--- src/rtl/dram_mon_pkg.sv ---
// Shared encodings for the DRAM residency monitor: command codes, mode
// codes and counter indices. Assumes one command per cycle at most.
package dram_mon_pkg;

    typedef enum logic [3:0] {
        OP_NOP   = 4'd0,
        OP_ACT   = 4'd1,
        OP_RD    = 4'd2,
        OP_WR    = 4'd3,
        OP_PRE   = 4'd4,
        OP_PREA  = 4'd5,
        OP_REF   = 4'd6,
        OP_PDA_F = 4'd7,
        OP_PDA_S = 4'd8,
        OP_PDP_F = 4'd9,
        OP_PDP_S = 4'd10,
        OP_UPA   = 4'd11,
        OP_UPP   = 4'd12,
        OP_SRE   = 4'd13,
        OP_SRX   = 4'd14
    } op_e;

    typedef enum logic [2:0] {
        M_PRE   = 3'd0,
        M_ACT   = 3'd1,
        M_PDA_F = 3'd2,
        M_PDA_S = 3'd3,
        M_PDP_F = 3'd4,
        M_PDP_S = 3'd5,
        M_SREF  = 3'd6
    } mode_e;

    localparam int NCTR     = 13;
    localparam int K_ACT    = 0;
    localparam int K_PRE    = 1;
    localparam int K_RD     = 2;
    localparam int K_WR     = 3;
    localparam int K_REF    = 4;
    localparam int K_ACTCYC = 5;
    localparam int K_PRECYC = 6;
    localparam int K_PDAF   = 7;
    localparam int K_PDAS   = 8;
    localparam int K_PDPF   = 9;
    localparam int K_PDPS   = 10;
    localparam int K_PUP    = 11;
    localparam int K_SREF   = 12;

endpackage

--- src/rtl/mon_bank_map.sv ---
// Per-bank open flags with a shadow copy for active power-down.
// Assumes at most one of set/clear/clear-all/restore matters per cycle;
// clear-all wins over restore, and restore wins over a single-bank update.
module mon_bank_map #(
    parameter int NB   = 8,
    parameter int BW   = $clog2(NB),
    parameter int CNTW = $clog2(NB + 1)
) (
    input  logic            clk,
    input  logic            rst_n,
    input  logic            set_en,
    input  logic            clr_en,
    input  logic            clr_all,
    input  logic            save_en,
    input  logic            restore_en,
    input  logic [BW-1:0]   idx,
    output logic [NB-1:0]   map,
    output logic [CNTW-1:0] cnt,
    output logic [CNTW-1:0] saved_cnt
);

    logic [NB-1:0] map_q;
    logic [NB-1:0] shadow_q;

    // Live map update.
    always_ff @(posedge clk) begin
        if (!rst_n) begin
            map_q <= '0;
        end else if (clr_all) begin
            map_q <= '0;
        end else if (restore_en) begin
            map_q <= shadow_q;
        end else if (set_en) begin
            map_q[idx] <= 1'b1;
        end else if (clr_en) begin
            map_q[idx] <= 1'b0;
        end
    end

    // Shadow copy taken on active power-down entry.
    always_ff @(posedge clk) begin
        if (!rst_n) begin
            shadow_q <= '0;
        end else if (save_en) begin
            shadow_q <= map_q;
        end
    end

    // Population counts of the live and shadow maps.
    always_comb begin
        cnt       = '0;
        saved_cnt = '0;
        for (int i = 0; i < NB; i++) begin
            cnt       = cnt + CNTW'(map_q[i]);
            saved_cnt = saved_cnt + CNTW'(shadow_q[i]);
        end
    end

    assign map = map_q;

endmodule

--- src/rtl/mon_sat_acc.sv ---
// Saturating accumulator: adds inc every cycle, sticks at all ones on
// overflow. Assumes inc is zero on cycles with nothing to add.
module mon_sat_acc #(
    parameter int CW = 32
) (
    input  logic          clk,
    input  logic          rst_n,
    input  logic [CW-1:0] inc,
    output logic [CW-1:0] val
);

    logic [CW:0] sum;

    // Wide sum exposing the carry.
    always_comb sum = {1'b0, val} + {1'b0, inc};

    // Register with saturation.
    always_ff @(posedge clk) begin
        if (!rst_n)      val <= '0;
        else if (sum[CW]) val <= '1;
        else             val <= sum[CW-1:0];
    end

endmodule

--- src/rtl/dram_residency_mon.sv ---
// Passive DRAM command-stream monitor: tracks bank flags and device mode,
// accumulates command counts and residency cycles from timestamps, and
// flags misuse. Assumes CW >= TW, tRFC >= tRP in normal use (clamped if
// not), and at most one command per cycle.
module dram_residency_mon
    import dram_mon_pkg::*;
#(
    parameter int NB   = 8,
    parameter int TW   = 32,
    parameter int CW   = 32,
    parameter int BW   = $clog2(NB),
    parameter int CNTW = $clog2(NB + 1)
) (
    input  logic                     clk,
    input  logic                     rst_n,
    input  logic                     cmd_valid,
    input  logic [3:0]               cmd_op,
    input  logic [BW-1:0]            cmd_bank,
    input  logic [TW-1:0]            cmd_time,
    input  logic [TW-1:0]            t_rfc,
    input  logic [TW-1:0]            t_rp,
    input  logic [TW-1:0]            t_rcd,
    input  logic [TW-1:0]            t_xp,
    input  logic [TW-1:0]            t_xpdll,
    input  logic                     dll_on,
    output logic [NB-1:0]            bank_open,
    output logic [CNTW-1:0]          open_cnt,
    output logic [2:0]               mode,
    output logic                     warn,
    output logic                     err,
    output logic [NCTR-1:0][CW-1:0]  ctr
);

    mode_e                  mode_q, nx_mode;
    logic [TW-1:0]          first_act, last_pre, pd_start, sr_start;
    logic [TW-1:0]          nx_first, nx_last, nx_pd, nx_sr;
    logic                   nx_warn, nx_err;
    logic [NCTR-1:0][CW-1:0] inc;
    logic                   set_en, clr_en, clr_all, save_en, restore_en;
    logic [CNTW-1:0]        cnt, saved_cnt;
    logic                   open_now, norm;
    op_e                    op;

    // Difference clamped at zero.
    function automatic logic [TW-1:0] sub0(input logic [TW-1:0] a, input logic [TW-1:0] b);
        return (a > b) ? (a - b) : '0;
    endfunction

    mon_bank_map #(.NB(NB), .BW(BW), .CNTW(CNTW)) u_map (
        .clk(clk), .rst_n(rst_n), .set_en(set_en), .clr_en(clr_en),
        .clr_all(clr_all), .save_en(save_en), .restore_en(restore_en),
        .idx(cmd_bank), .map(bank_open), .cnt(cnt), .saved_cnt(saved_cnt)
    );

    for (genvar k = 0; k < NCTR; k++) begin : g_acc
        mon_sat_acc #(.CW(CW)) u_acc (
            .clk(clk), .rst_n(rst_n), .inc(inc[k]), .val(ctr[k])
        );
    end

    assign op       = op_e'(cmd_op);
    assign open_now = bank_open[cmd_bank];
    assign norm     = (mode_q == M_PRE) || (mode_q == M_ACT);

    // Command decode: counter increments, map controls and next state.
    always_comb begin
        inc = '0;
        {set_en, clr_en, clr_all, save_en, restore_en} = '0;
        nx_first = first_act;
        nx_last  = last_pre;
        nx_pd    = pd_start;
        nx_sr    = sr_start;
        nx_mode  = mode_q;
        nx_warn  = 1'b0;
        nx_err   = 1'b0;
        if (cmd_valid) begin
            case (op)
                OP_ACT: begin
                    inc[K_ACT] = CW'(1);
                    nx_warn    = open_now;
                    set_en     = 1'b1;
                    if (cnt == '0) begin
                        inc[K_PRECYC] = CW'(sub0(cmd_time, last_pre));
                        nx_first      = cmd_time;
                    end
                    if (norm) nx_mode = M_ACT;
                end
                OP_RD: begin
                    inc[K_RD] = CW'(1);
                    nx_warn   = !open_now;
                end
                OP_WR: begin
                    inc[K_WR] = CW'(1);
                    nx_warn   = !open_now;
                end
                OP_PRE: begin
                    clr_en = 1'b1;
                    if (open_now) inc[K_PRE] = CW'(1);
                    if (open_now && cnt == CNTW'(1)) begin
                        inc[K_ACTCYC] = CW'(sub0(cmd_time, first_act));
                        nx_last       = cmd_time;
                        if (norm) nx_mode = M_PRE;
                    end else if (cnt == '0) begin
                        inc[K_PRECYC] = CW'(sub0(cmd_time, last_pre));
                        nx_last       = cmd_time;
                    end
                end
                OP_PREA: begin
                    clr_all = 1'b1;
                    if (cmd_time != '0) inc[K_PRE] = CW'(cnt);
                    if (cnt != '0) inc[K_ACTCYC] = CW'(sub0(cmd_time, first_act));
                    else           inc[K_PRECYC] = CW'(sub0(cmd_time, last_pre));
                    nx_last = cmd_time;
                    nx_mode = M_PRE;
                end
                OP_REF: begin
                    clr_all       = 1'b1;
                    inc[K_REF]    = CW'(1);
                    nx_warn       = (cnt != '0);
                    inc[K_PRECYC] = CW'(sub0(cmd_time, last_pre));
                    inc[K_ACTCYC] = CW'(sub0(t_rfc, t_rp));
                    nx_first      = cmd_time;
                    nx_last       = cmd_time + sub0(t_rfc, t_rp);
                    nx_mode       = M_PRE;
                end
                OP_PDA_F, OP_PDA_S: begin
                    nx_warn       = (cnt == '0);
                    save_en       = 1'b1;
                    inc[K_ACTCYC] = CW'(sub0(cmd_time, first_act));
                    nx_pd         = cmd_time;
                    nx_mode       = (op == OP_PDA_F) ? M_PDA_F : M_PDA_S;
                end
                OP_PDP_F, OP_PDP_S: begin
                    nx_warn       = (cnt != '0);
                    inc[K_PRECYC] = CW'(sub0(cmd_time, last_pre));
                    nx_pd         = cmd_time;
                    nx_mode       = (op == OP_PDP_F) ? M_PDP_F : M_PDP_S;
                end
                OP_UPA: begin
                    restore_en = 1'b1;
                    nx_first   = cmd_time;
                    if (mode_q == M_PDA_F) begin
                        inc[K_PDAF] = CW'(sub0(cmd_time, pd_start));
                        inc[K_PUP]  = CW'(t_xp);
                    end else if (mode_q == M_PDA_S) begin
                        inc[K_PDAS] = CW'(sub0(cmd_time, pd_start));
                        inc[K_PUP]  = CW'(dll_on ? sub0(t_xpdll, t_rcd) : t_xp);
                    end else begin
                        nx_err = 1'b1;
                    end
                    nx_mode = (saved_cnt != '0) ? M_ACT : M_PRE;
                end
                OP_UPP: begin
                    clr_all = 1'b1;
                    nx_last = cmd_time;
                    if (mode_q == M_PDP_F) begin
                        inc[K_PDPF] = CW'(sub0(cmd_time, pd_start));
                        inc[K_PUP]  = CW'(t_xp);
                    end else if (mode_q == M_PDP_S) begin
                        inc[K_PDPS] = CW'(sub0(cmd_time, pd_start));
                        inc[K_PUP]  = CW'(dll_on ? sub0(t_xpdll, t_rcd) : t_xp);
                    end else begin
                        nx_err = 1'b1;
                    end
                    nx_mode = M_PRE;
                end
                OP_SRE: begin
                    nx_warn       = (cnt != '0);
                    inc[K_PRECYC] = CW'(sub0(cmd_time, last_pre));
                    nx_sr         = cmd_time;
                    nx_mode       = M_SREF;
                end
                OP_SRX: begin
                    clr_all = 1'b1;
                    if (mode_q == M_SREF) inc[K_SREF] = CW'(sub0(cmd_time, sr_start));
                    else                  nx_err      = 1'b1;
                    nx_last = cmd_time;
                    nx_mode = M_PRE;
                end
                default: ;
            endcase
        end
    end

    // State and flag registers.
    always_ff @(posedge clk) begin
        if (!rst_n) begin
            mode_q    <= M_PRE;
            first_act <= '0;
            last_pre  <= '0;
            pd_start  <= '0;
            sr_start  <= '0;
            warn      <= 1'b0;
            err       <= 1'b0;
        end else begin
            mode_q    <= nx_mode;
            first_act <= nx_first;
            last_pre  <= nx_last;
            pd_start  <= nx_pd;
            sr_start  <= nx_sr;
            warn      <= nx_warn;
            err       <= nx_err;
        end
    end

    assign mode     = mode_q;
    assign open_cnt = cnt;

endmodule

--- config.mk ---
export PLATFORM = sky130hd
export DESIGN_NAME = dram_residency_mon
export DESIGN_NICKNAME = d
export VERILOG_FILES = /design/src/rtl/dram_mon_pkg.sv /design/src/rtl/mon_bank_map.sv /design/src/rtl/mon_sat_acc.sv /design/src/rtl/dram_residency_mon.sv
export SDC_FILE = /design/constraint.sdc
export NUM_CORES = 2
export LEC_CHECK = 0
export ABC_AREA = 1
export ABC_CLOCK_PERIOD_IN_PS = 7100
export CAP_MARGIN = 25
export CORE_ASPECT_RATIO = 0.7
export CORE_UTILIZATION = 58
export CTS_CLUSTER_SIZE = 8
export DETAILED_ROUTE_END_ITERATION = 8
export HOLD_SLACK_MARGIN = 0.05
export PLACE_DENSITY = 0.85
export SLEW_MARGIN = 20
export SYNTH_ARGS = -nofsm -noshare
export SYNTH_HDL_FRONTEND = slang
export SYNTH_SLANG_ARGS = --single-unit
--- constraint.sdc ---
create_clock -name clk -period 7.1 [get_ports clk]
set_input_delay 1.42 -clock clk [delete_from_list [all_inputs] [get_ports clk]]
set_output_delay 1.42 -clock clk [all_outputs]
set_load 0.02 [all_outputs]
==> qor.yml <==
status: "complete, but fails checks"
violations: "design-rule violations"
vias: 62100
dp_hpwl_um: 165000
layout.nets: 9779
r2r_cells: 27
cap_violations: 0
core_region_area_um2: 90000
ios: 636
place_area_um2: 60600
area_growth_pct: 19.7
die_w_um: 362
drt_iter0_drc: 8576
yosysWarnings: 0
async_flop_share_pct: 0
drc: 8
start_util_pct: 58.5
synth.area.top_cells: "dfxtp_1 (21%), ha_1 (12%), nand2_1 (12%)"
syn_inst: 8410
cts-root-buf: "clkbuf_16"
finalMaxSlewViolations: 0
rsz0062_at_grt: "no"
finalSetupViolCount: 0
grt_antenna_before_repair: 10
cts_buffers: 82
grt_pass1_wl_um: 313000
rows: 92
yosysTopAreaCell: "dfxtp_1"
avgSynthCellArea_um2: 6.26
syn_nets: 9134
netlist.area_leader.share_pct: 21.5
tightest_slew_ps: 1090
placed_cells: 10200
synth_edf_count: 0
finalHoldViolations: 0
path_class: "reg -> reg"
num-fill-cells: 7907
design_area_um2: 63000
grt_max_degree: 106
p_per_area_nw_per_um2: 152
grt_overflow: 0
r2r_slack_ps: 300
max_freq_mhz: 147
die-area_um2: 92000
synth_area_um2: 52700
final_common_cell: "nand2_1"
die_h_um: 254
layout-drive-gt1-share_pct: 3.41
worstPathRequired_ps: 7670
clkLatencyLatePin_ps: 700
h-tree-depth: 3
first_global_vias: 55800
pre_cts_slack_ps: 160
grt_util_all_layers_pct: 42.9
fin_hold_ws_ps: 454
dominantRegCellSynth: "dfxtp_1"
ir_drop_uv: 168
tns_ps: 0
routed_wl_um: 207000
ys_seq_area_share_pct: 21.5
p_leak_nw: 29.6
critPathMaxFanout: 28
power_mw: 9.56
r2r_end: "g_acc[5].u_acc.val[8]$_SDFF_PN0_"
cp-endpoint: "g_acc[5].u_acc.val[8]$_SDFF_PN0_"
clock-sinks: 565
post-route-period-util_pct: 95.7
cp-start-kind: "register"
end_kind: "register"
cts_buffer_depth: 3
arrival_ps: 7370
wl_per_cell_um: 20.1
tritoncts: "done"
ant_nets: 0
skew_ps: 34.7
fin_cells: 10300
relSlewSlack_pct: 26.9
post-route-util_pct: 70.0
yosysUniqueCellTypes: 62
port_buffers: 635
clkTransAtPathRegs_ps: 50
drt_first_pass_iters: 9
period_needed_ps: 6800
most-common-layout-cells: "nand2_1 (1619), inv_1 (1217), nor2_1 (1006)"
gp_congestion: 1.10
vias_per_cell: 6.03
post-route-worst-setup-slack_ps: 305
ys_ff_latch: 565
hold_class: "reg -> reg"
## flip-flops by register name, indices dropped and copies added, names as in the netlist, named ones only
signal and cells:
err 1, first_act 32, g_acc.u_acc.val 416, last_pre 32
mode 3, pd_start 32, sr_start 32, u_map.shadow_q 8
warn 1
## kinds of logic (layout without fill, tap and decap cells)
logic type	Yosys count	count (layout)	share of synthesized area [%]
adder cells (fa/ha/maj)	521	521	12.7
AND/OR/NAND/NOR	3532	3532	28.4
XOR/XNOR	400	400	6.65
AO/OA/AOI/OAI	1975	1975	20.5
buffers and inverters	1417	2076	10.3
other	0	10	0
flip-flops	565	565	21.5
## per-layer routing
layer | share of wire [%] | vias up | GRT usage (%)
met5 | 0.031 | - | 0
met4 | 4.5 | 10 | 16.7
met3 | 14 | 618 | 12.9
met2 | 39 | 4238 | 61.2
met1 | 42 | 28100 | 59.9
li1 | - | 29200 | -
## worst min-delay path by stage
stage,start,to,slack [ps],cells past startpoint
3_5_place_dp,pd_start[0]$_SDFFE_PN0P_,pd_start[0]$_SDFFE_PN0P_,450,2
6_report,first_act[29]$_SDFFE_PN0P_,first_act[29]$_SDFFE_PN0P_,450,2
2_1_floorplan,first_act[0]$_SDFFE_PN0P_,first_act[0]$_SDFFE_PN0P_,430,2
4_1_cts,pd_start[0]$_SDFFE_PN0P_,pd_start[0]$_SDFFE_PN0P_,460,2
3_3_place_gp,first_act[0]$_SDFFE_PN0P_,first_act[0]$_SDFFE_PN0P_,440,2
5_1_grt,first_act[27]$_SDFFE_PN0P_,first_act[27]$_SDFFE_PN0P_,480,2
## area by class of cell
type / instances / area, um^2 / area share [%]
Antenna cell: 10 / 25.0 / 0.0397
Clock buffer: 89 / 2110 / 3.35
Clock inverter: 9 / 209 / 0.332
Inverter: 1235 / 4640 / 7.37
Multi-Input combinational cell: 6428 / 36000 / 57.1
Sequential cell: 565 / 11300 / 18.0
Tap cell: 1222 / 1530 / 2.43
Timing Repair Buffer: 743 / 7210 / 11.4
## cell usage after synthesis (5+ instances only)
library cell	n
nor4_1	41
nor3_2	7
o21a_1	18
ha_1	497
a221oi_1	24
a21o_1	77
nand3_1	418
o21ai_1	13
or2_2	32
nor3_1	182
buf_2	34
and2_1	13
nor3b_1	10
xor2_1	219
o21ai_0	664
nand3b_1	43
o211ai_1	29
inv_1	1220
o21bai_1	46
a21boi_0	31
o221ai_1	9
a211oi_1	16
nand3_2	5
nand2_1	1619
xnor2_1	181
nand4_1	113
nor2_1	1006
a31oi_1	63
nor2_2	10
o22ai_1	10
a21oi_2	9
o21ai_2	5
dfxtp_1	565
fa_1	24
o211a_1	6
nand2_2	11
a21oi_1	940
inv_2	10
buf_1	10
clkbuf_1	132
## critical path: stages, from the launching register on
cell and delay, ps:
dfxtp_1 410, ha_1 260, inv_1 60, fa_1 430, fa_1 460, fa_1 430
fa_1 600, inv_1 70, nor4_1 350, nand2_1 250, o21ai_2 270, nand2_1 100
nor2_2 270, buf_12 210, nand2_1 80, a21oi_1 310, ha_1 350, nand2_1 140
inv_1 70, a21oi_1 190, o21ai_0 140, nand2_1 80, nand3_1 130, a21o_1 220
a21oi_2 260, inv_2 160, o21ai_0 260, inv_1 80
## report_power, final
part | switching (mW) | internal (mW)
Sequential | 0.0486 | 3.24
Combinational | 1.69 | 0.833
Clock | 1.61 | 2.14
Total | 3.34 | 6.22
## what timing repair did
action	in CTS	in global routing
hold buffers	0	0
buffers inserted	0	2
endpoints found under the setup margin	0	43
resized for setup	0	5
No activity file was read; power rests on OpenSTA's default activity.
